===== config.mk =====
export PLATFORM = sky130hd
export DESIGN_NAME = alarm_irq_ctrl
export DESIGN_NICKNAME = d
export VERILOG_FILES = /design/src/rtl/alarm_pkg.sv /design/src/rtl/alarm_addr_dec.sv /design/src/rtl/alarm_channel.sv /design/src/rtl/alarm_irq_regs.sv /design/src/rtl/alarm_irq_ctrl.sv
export SDC_FILE = /design/constraint.sdc
export NUM_CORES = 1
export LEC_CHECK = 0
export CAP_MARGIN = 15
export CELL_PAD_IN_SITES_DETAIL_PLACEMENT = 1
export CELL_PAD_IN_SITES_GLOBAL_PLACEMENT = 2
export CORE_MARGIN = 1
export CORE_UTILIZATION = 25
export CTS_CLUSTER_DIAMETER = 80
export CTS_CLUSTER_SIZE = 16
export DETAILED_ROUTE_END_ITERATION = 10
export PLACE_DENSITY_LB_ADDON = 0.15
export RECOVER_POWER = 25
export SYNTH_ARGS = -nofsm -noshare
export SYNTH_HDL_FRONTEND = slang
export SYNTH_SLANG_ARGS = --single-unit

===== constraint.sdc =====
create_clock -name clk_i -period 5.75 [get_ports clk_i]
set_input_delay 0.8625 -clock clk_i [delete_from_list [all_inputs] [get_ports clk_i]]
set_output_delay 0.8625 -clock clk_i [all_outputs]
set_load 0.02 [all_outputs]

===== src/rtl/alarm_pkg.sv =====
package alarm_pkg;
  localparam logic [7:0] OFS_TGT_BASE = 8'h10;
  localparam logic [7:0] OFS_ARMED    = 8'h20;
  localparam logic [7:0] OFS_RAW      = 8'h3C;
  localparam logic [7:0] OFS_EN       = 8'h40;
  localparam logic [7:0] OFS_FRC      = 8'h44;
  localparam logic [7:0] OFS_STAT     = 8'h48;

  typedef enum logic [2:0] {
    SEL_NONE,
    SEL_TGT,
    SEL_ARMED,
    SEL_RAW,
    SEL_EN,
    SEL_FRC,
    SEL_STAT
  } reg_sel_e;
endpackage


===== src/rtl/alarm_addr_dec.sv =====
module alarm_addr_dec
  import alarm_pkg::*;
#(
  parameter int unsigned NUM_ALARMS = 4,
  localparam int unsigned IDX_W = (NUM_ALARMS > 1) ? $clog2(NUM_ALARMS) : 1
) (
  input  logic [7:0]       addr_i,
  output reg_sel_e         sel_o,
  output logic [IDX_W-1:0] idx_o
);
  localparam logic [7:0] TGT_SPAN = 8'(4 * NUM_ALARMS);

  logic [7:0] off;
  assign off = addr_i - OFS_TGT_BASE;

  always_comb begin
    sel_o = SEL_NONE;
    idx_o = '0;
    if (addr_i >= OFS_TGT_BASE && off < TGT_SPAN && off[1:0] == 2'b00) begin
      sel_o = SEL_TGT;
      idx_o = off[IDX_W+1:2];
    end else begin
      unique case (addr_i)
        OFS_ARMED: sel_o = SEL_ARMED;
        OFS_RAW:   sel_o = SEL_RAW;
        OFS_EN:    sel_o = SEL_EN;
        OFS_FRC:   sel_o = SEL_FRC;
        OFS_STAT:  sel_o = SEL_STAT;
        default:   sel_o = SEL_NONE;
      endcase
    end
  end
endmodule


===== src/rtl/alarm_channel.sv =====
module alarm_channel #(
  parameter int unsigned DATA_W = 32
) (
  input  logic              clk_i,
  input  logic              rst_ni,
  input  logic [DATA_W-1:0] timebase_lo_i,
  input  logic              tgt_we_i,
  input  logic              disarm_i,
  input  logic [DATA_W-1:0] wdata_i,
  output logic [DATA_W-1:0] target_o,
  output logic              armed_o,
  output logic              fire_o
);
  logic [DATA_W-1:0] target_q;
  logic              armed_q;
  logic              hit;

  assign hit    = armed_q && (target_q == timebase_lo_i);
  // a write or disarm in the same cycle takes priority over a match
  assign fire_o = hit && !tgt_we_i && !disarm_i;

  always_ff @(posedge clk_i or negedge rst_ni) begin
    if (!rst_ni) begin
      target_q <= '0;
      armed_q  <= 1'b0;
    end else if (tgt_we_i) begin
      target_q <= wdata_i;
      armed_q  <= 1'b1;
    end else if (disarm_i || hit) begin
      armed_q  <= 1'b0;
    end
  end

  assign target_o = target_q;
  assign armed_o  = armed_q;
endmodule


===== src/rtl/alarm_irq_regs.sv =====
module alarm_irq_regs #(
  parameter int unsigned NUM_ALARMS = 4
) (
  input  logic                  clk_i,
  input  logic                  rst_ni,
  input  logic [NUM_ALARMS-1:0] fire_i,
  input  logic                  raw_we_i,
  input  logic                  en_we_i,
  input  logic                  frc_we_i,
  input  logic [NUM_ALARMS-1:0] wdata_i,
  output logic [NUM_ALARMS-1:0] raw_o,
  output logic [NUM_ALARMS-1:0] en_o,
  output logic [NUM_ALARMS-1:0] frc_o,
  output logic [NUM_ALARMS-1:0] stat_o
);
  logic [NUM_ALARMS-1:0] raw_q, en_q, frc_q;
  logic [NUM_ALARMS-1:0] clr_mask;

  assign clr_mask = raw_we_i ? wdata_i : '0;

  always_ff @(posedge clk_i or negedge rst_ni) begin
    if (!rst_ni) begin
      raw_q <= '0;
      en_q  <= '0;
      frc_q <= '0;
    end else begin
      raw_q <= (raw_q & ~clr_mask) | fire_i;  // set beats clear
      if (en_we_i)  en_q  <= wdata_i;
      if (frc_we_i) frc_q <= wdata_i;
    end
  end

  assign raw_o  = raw_q;
  assign en_o   = en_q;
  assign frc_o  = frc_q;
  assign stat_o = (raw_q | frc_q) & en_q;
endmodule


===== src/rtl/alarm_irq_ctrl.sv =====
module alarm_irq_ctrl
  import alarm_pkg::*;
#(
  parameter int unsigned NUM_ALARMS = 4,
  parameter int unsigned DATA_W     = 32
) (
  input  logic                  clk_i,
  input  logic                  rst_ni,
  input  logic [DATA_W-1:0]     timebase_lo_i,
  input  logic                  lock_i,
  input  logic                  reg_we_i,
  input  logic [7:0]            reg_addr_i,
  input  logic [DATA_W-1:0]     reg_wdata_i,
  output logic [DATA_W-1:0]     reg_rdata_o,
  output logic [NUM_ALARMS-1:0] irq_o
);
  localparam int unsigned IDX_W = (NUM_ALARMS > 1) ? $clog2(NUM_ALARMS) : 1;

  reg_sel_e              sel;
  logic [IDX_W-1:0]      idx;
  logic [NUM_ALARMS-1:0] tgt_we, disarm, armed, fire;
  logic [NUM_ALARMS-1:0] raw, en, frc, stat;
  logic [DATA_W-1:0]     target [NUM_ALARMS];
  logic                  wr_ok;

  alarm_addr_dec #(.NUM_ALARMS(NUM_ALARMS)) u_dec (
    .addr_i (reg_addr_i),
    .sel_o  (sel),
    .idx_o  (idx)
  );

  assign wr_ok = reg_we_i && !lock_i;

  for (genvar i = 0; i < NUM_ALARMS; i++) begin : g_ch
    assign tgt_we[i] = wr_ok && (sel == SEL_TGT) && (idx == IDX_W'(i));
    assign disarm[i] = wr_ok && (sel == SEL_ARMED) && reg_wdata_i[i];

    alarm_channel #(.DATA_W(DATA_W)) u_ch (
      .clk_i         (clk_i),
      .rst_ni        (rst_ni),
      .timebase_lo_i (timebase_lo_i),
      .tgt_we_i      (tgt_we[i]),
      .disarm_i      (disarm[i]),
      .wdata_i       (reg_wdata_i),
      .target_o      (target[i]),
      .armed_o       (armed[i]),
      .fire_o        (fire[i])
    );
  end

  alarm_irq_regs #(.NUM_ALARMS(NUM_ALARMS)) u_irq (
    .clk_i    (clk_i),
    .rst_ni   (rst_ni),
    .fire_i   (fire),
    .raw_we_i (reg_we_i && sel == SEL_RAW),
    .en_we_i  (reg_we_i && sel == SEL_EN),
    .frc_we_i (reg_we_i && sel == SEL_FRC),
    .wdata_i  (reg_wdata_i[NUM_ALARMS-1:0]),
    .raw_o    (raw),
    .en_o     (en),
    .frc_o    (frc),
    .stat_o   (stat)
  );

  always_comb begin
    reg_rdata_o = '0;
    unique case (sel)
      SEL_TGT:   reg_rdata_o = target[idx];
      SEL_ARMED: reg_rdata_o[NUM_ALARMS-1:0] = armed;
      SEL_RAW:   reg_rdata_o[NUM_ALARMS-1:0] = raw;
      SEL_EN:    reg_rdata_o[NUM_ALARMS-1:0] = en;
      SEL_FRC:   reg_rdata_o[NUM_ALARMS-1:0] = frc;
      SEL_STAT:  reg_rdata_o[NUM_ALARMS-1:0] = stat;
      default:   reg_rdata_o = '0;
    endcase
  end

  assign irq_o = stat;
endmodule


==> load_flow_metrics.sql <==
INSERT INTO impl_metrics (metric_group, metric, value, unit) VALUES
('outcome', 'run_status', 'finished, final reports clean', ''),
('power_and_ir_drop', 'pwr-share-comb', '11.3', '%'),
('min_path', 'min-delay-path-class', 'input port to asynchronous set/reset pin', ''),
('floorplan', 'chipWidth', '183', 'um'),
('sta', 'max_slew.worst_pin.slew', '1.02', 'ns'),
('route', 'vias', '5556', ''),
('cts', 'clock_root_buffer', 'clkbuf_16', ''),
('cts', 'cts_made_buffers', '17', ''),
('floorplan', 'core.rowCount', '66', ''),
('route', 'initialDrtViolationCount', '285', ''),
('floorplan', 'core', '0.0325', 'mm2'),
('power_and_ir_drop', 'share_clk_of_total_power', '46.4', '%'),
('route', 'detail_route.drc_violations', '0', ''),
('grt', 'grt_start_max_net_pins', '93', ''),
('yosys', 'netlist_area', '0.00822', 'mm2'),
('floorplan', 'top_level_ports', '112', ''),
('floorplan', 'design.die.area', '0.0336', 'mm2'),
('route', 'number_of_antenna_violating_nets_in_the_routed_design', '0', ''),
('finish', 'design.final.nets', '820', ''),
('worst_setup_path', 'reg2reg_slack', '3.57', 'ns'),
('cts', 'cts.repair.resized', '0', ''),
('finish', 'num-fill-cells', '3497', ''),
('sta', 'finalSetupViolCount', '0', ''),
('route', 'wire_per_inst', '24.2', 'um'),
('cts', 'clock_sink_count', '144', ''),
('worst_setup_path', 'timing.critical_path.from_type', 'input port', ''),
('sta', 'final_max_slew_viol_count', '0', ''),
('power_and_ir_drop', 'switching_share', '27.1', '%'),
('cts', 'cts_htree_levels', '4', ''),
('cts', 'worst_setup_hold_path_clk_slew', '0.07', 'ns'),
('worst_setup_path', 'r2r_cells', '5', ''),
('power_and_ir_drop', 'power.leakage', '4.35', 'nW'),
('cts', 'cts_tree', 'built', ''),
('finish', 'most-common-layout-cells', 'dfrtp_1 (144), xnor2_1 (112), clkdlybuf4s50_1 (108), mux2_2 (95)', ''),
('floorplan', 'initial_util', '25.3', '%'),
('finish', 'antenna-diode-count', '0', ''),
('job', 'maxCapViolCount', '0', ''),
('finish', 'fin_util', '31.6', '%'),
('power_and_ir_drop', 'netSwitchingPower', '0.000684', 'W'),
('power_and_ir_drop', 'share_seq_of_total_power', '42.3', '%'),
('grt', 'grt-ovfl-total', '0', ''),
('grt', 'first_global_vias', '6328', ''),
('grt', 'grt_use_total', '18.2', '%'),
('worst_setup_path', 'worst_setup_path_end_kind', 'output pin', ''),
('power_and_ir_drop', 'p_int', '0.00185', 'W'),
('yosys', 'ys_types', '39', ''),
('placement', 'finalWeightedCongestion', '0.783', ''),
('worst_setup_path', 'worst_ep_arrival_time', '3.28', 'ns'),
('placement', 'placement.io_buffers', '111', ''),
('sta', 'final.period_utilization', '72.0', '%'),
('route', 'detail_route.first_pass.iterations', '4', ''),
('sta', 'grt_setup_unrepaired', 'no', ''),
('yosys', 'seq_area_frac_synth', '43.9', '%'),
('yosys', 'syn_inst', '655', ''),
('sta', 'timing.slew.headroom', '32.1', '%'),
('worst_setup_path', 'cp_max_fo', '36', ''),
('route', 'routed_wl', '29000', 'um'),
('grt', 'antenna_found_initial', '0', ''),
('sta', 'fmax', '0.242', 'GHz'),
('finish', 'syn_to_final_growth', '24.9', '%'),
('floorplan', 'die_height', '183', 'um'),
('worst_setup_path', 'worst_setup_path_type', 'input port to output pin', ''),
('yosys', 'ys_seq_elements', '144', ''),
('sta', 'timing.final.crit_period', '4.14', 'ns'),
('power_and_ir_drop', 'ir_worst_vdd', '0.000203', 'V'),
('grt', 'first_pass_grt_wire_length', '43700', 'um'),
('finish', 'drive_gt1_share', '25.8', '%'),
('placement', 'post-dp-hpwl', '21500', 'um'),
('yosys', 'mappedNetlistNets', '731', ''),
('cts', 'clockBufferDepth', '2', ''),
('sta', 'totalNegativeSetupSlack', '0', 'ns'),
('yosys', 'yosys_warnings', '0', ''),
('finish', 'final_common_cell', 'dfrtp_1', ''),
('yosys', 'synthesis.area_per_instance', '12.5', 'um2'),
('power_and_ir_drop', 'pwr_density_cell', '246', 'mW/mm2'),
('sta', 'timing_hold_violations_final', '0', ''),
('sta', 'clock-skew-final', '0.0132', 'ns'),
('cts', 'cts_hold_buf', '0', ''),
('worst_setup_path', 'critPathRequiredTime', '4.89', 'ns'),
('route', 'viasPerCell', '4.63', ''),
('cts', 'clock_insertion_delay_worst_skew', '0.44', 'ns'),
('cts', 'postCtsSetupBuffers', '0', '');
flip-flops by register name, indices dropped and copies added, names as in the netlist:
register / count
g_ch.u_ch.target_o: 128
u_irq.frc_o: 4
u_irq.raw_o: 4
g_ch.u_ch.armed_o: 4
u_irq.en_o: 4
per-stage QoR:
| stage | hold WS [ns] | setup slack (ns) | cell area (um2) | power (W) | instances |
|---|---|---|---|---|---|
| after floorplan | 0.472 | 2.48 | 8220 | 0.00122 | 655 |
| after global placement | 0.505 | 1.67 | 9660 | 0.00138 | 1167 |
| after detailed placement | 0.512 | 1.60 | 9660 | 0.00138 | 1167 |
| after CTS | 0.528 | 1.58 | 10300 | 0.00257 | 1199 |
| after global routing | 0.550 | 1.43 | 10300 | 0.00262 | 1199 |
| final | 0.506 | 1.61 | 10300 | 0.00253 | 1199 |
logic make-up after synthesis:
group | synth area share [%]
buffers and inverters | 3.44
xor gates and xnor gates | 13.6
muxes | 25.6
and+or+nand+nor | 9.79
AOI/OAI and AO/OA | 3.69
DFF | 43.9
cells in the mapped netlist:
cell type | instances | share of area, %
nand2b_1 | 4 | 0.30
a221o_1 | 3 | 0.37
o21a_1 | 3 | 0.27
dfrtp_1 | 144 | 44
buf_6 | 9 | 1.2
nand4b_4 | 1 | 0.29
o31ai_1 | 3 | 0.27
nor4_1 | 8 | 0.61
and3b_1 | 1 | 0.11
nand3_2 | 2 | 0.24
xor2_1 | 16 | 1.7
mux4_2 | 32 | 8.8
o21ai_1 | 2 | 0.12
and4bb_2 | 1 | 0.15
nor4_2 | 1 | 0.15
nor2b_1 | 3 | 0.23
mux2_2 | 95 | 13
a221oi_1 | 1 | 0.11
nor2_1 | 3 | 0.14
nand4_4 | 1 | 0.26
a22o_1 | 3 | 0.32
and4_1 | 1 | 0.11
and2_1 | 32 | 2.4
clkbuf_1 | 24 | 1.1
and4b_1 | 1 | 0.12
mux2_4 | 20 | 3.7
and3_1 | 7 | 0.53
a21boi_1 | 4 | 0.37
a22oi_1 | 1 | 0.091
xnor2_1 | 112 | 12
nor3_1 | 6 | 0.37
nand2_1 | 27 | 1.2
nand4_1 | 29 | 2.2
buf_2 | 13 | 0.79
o21ai_0 | 29 | 1.8
buf_1 | 2 | 0.091
mux2_1 | 1 | 0.14
nand3_1 | 5 | 0.30
inv_1 | 5 | 0.23
worst paths after layout:
kind                                                       start                               end
min                                                       rst_ni         u_irq.en_o[0]$_DFFE_PN0P_
min in group clk_i                    u_irq.frc_o[2]$_DFFE_PN0P_        u_irq.frc_o[2]$_DFFE_PN0P_
max                                                reg_addr_i[6]                    reg_rdata_o[0]
min reg2reg                           u_irq.frc_o[2]$_DFFE_PN0P_        u_irq.frc_o[2]$_DFFE_PN0P_
max in group asynchronous                                 rst_ni  g_ch[2].u_ch.armed_o$_DFFE_PN0P_
max reg2reg                g_ch[1].u_ch.target_o[29]$_DFFE_PN0P_  g_ch[1].u_ch.armed_o$_DFFE_PN0P_
power by group through the flow:
stage | clock network (W) | logic, W | registers, W
final | 0.00117 | 0.000286 | 0.00107
after global routing | 0.00124 | 0.000310 | 0.00107
after CTS | 0.00120 | 0.000294 | 0.00107
after detailed placement | 0 | 0.000292 | 0.00109
after global placement | 0 | 0.000289 | 0.00109
after floorplan | 0 | 0.000137 | 0.00108
critical path, stage by stage:
cell	delay (ns)
clkdlybuf4s50_1	0.44
nor4_2	0.40
and3b_1	0.21
buf_4	0.41
a22o_1	0.22
a221o_1	0.12
clkdlybuf4s50_1	0.60
cell type report:
cell class                 instances  area, um2  area share, %
tap                              442        553           5.39
timing repair buffer             118       1150           11.3
sequential                       144       3600           35.1
multi-input combinational        458       4330           42.2
inverter                           5       18.8          0.183
clock inverter                    13        149           1.45
clock buffer                      19        453           4.41
layer usage:
| metal | track usage, % | share of wire, % |
|---|---|---|
| met1 | 25.1 | 47 |
| met2 | 29.8 | 48 |
| met3 | 3.30 | 4.3 |
| met4 | 3.57 | 0.69 |
| met5 | 0 | 0 |
Power figures use the tool's default switching activity.
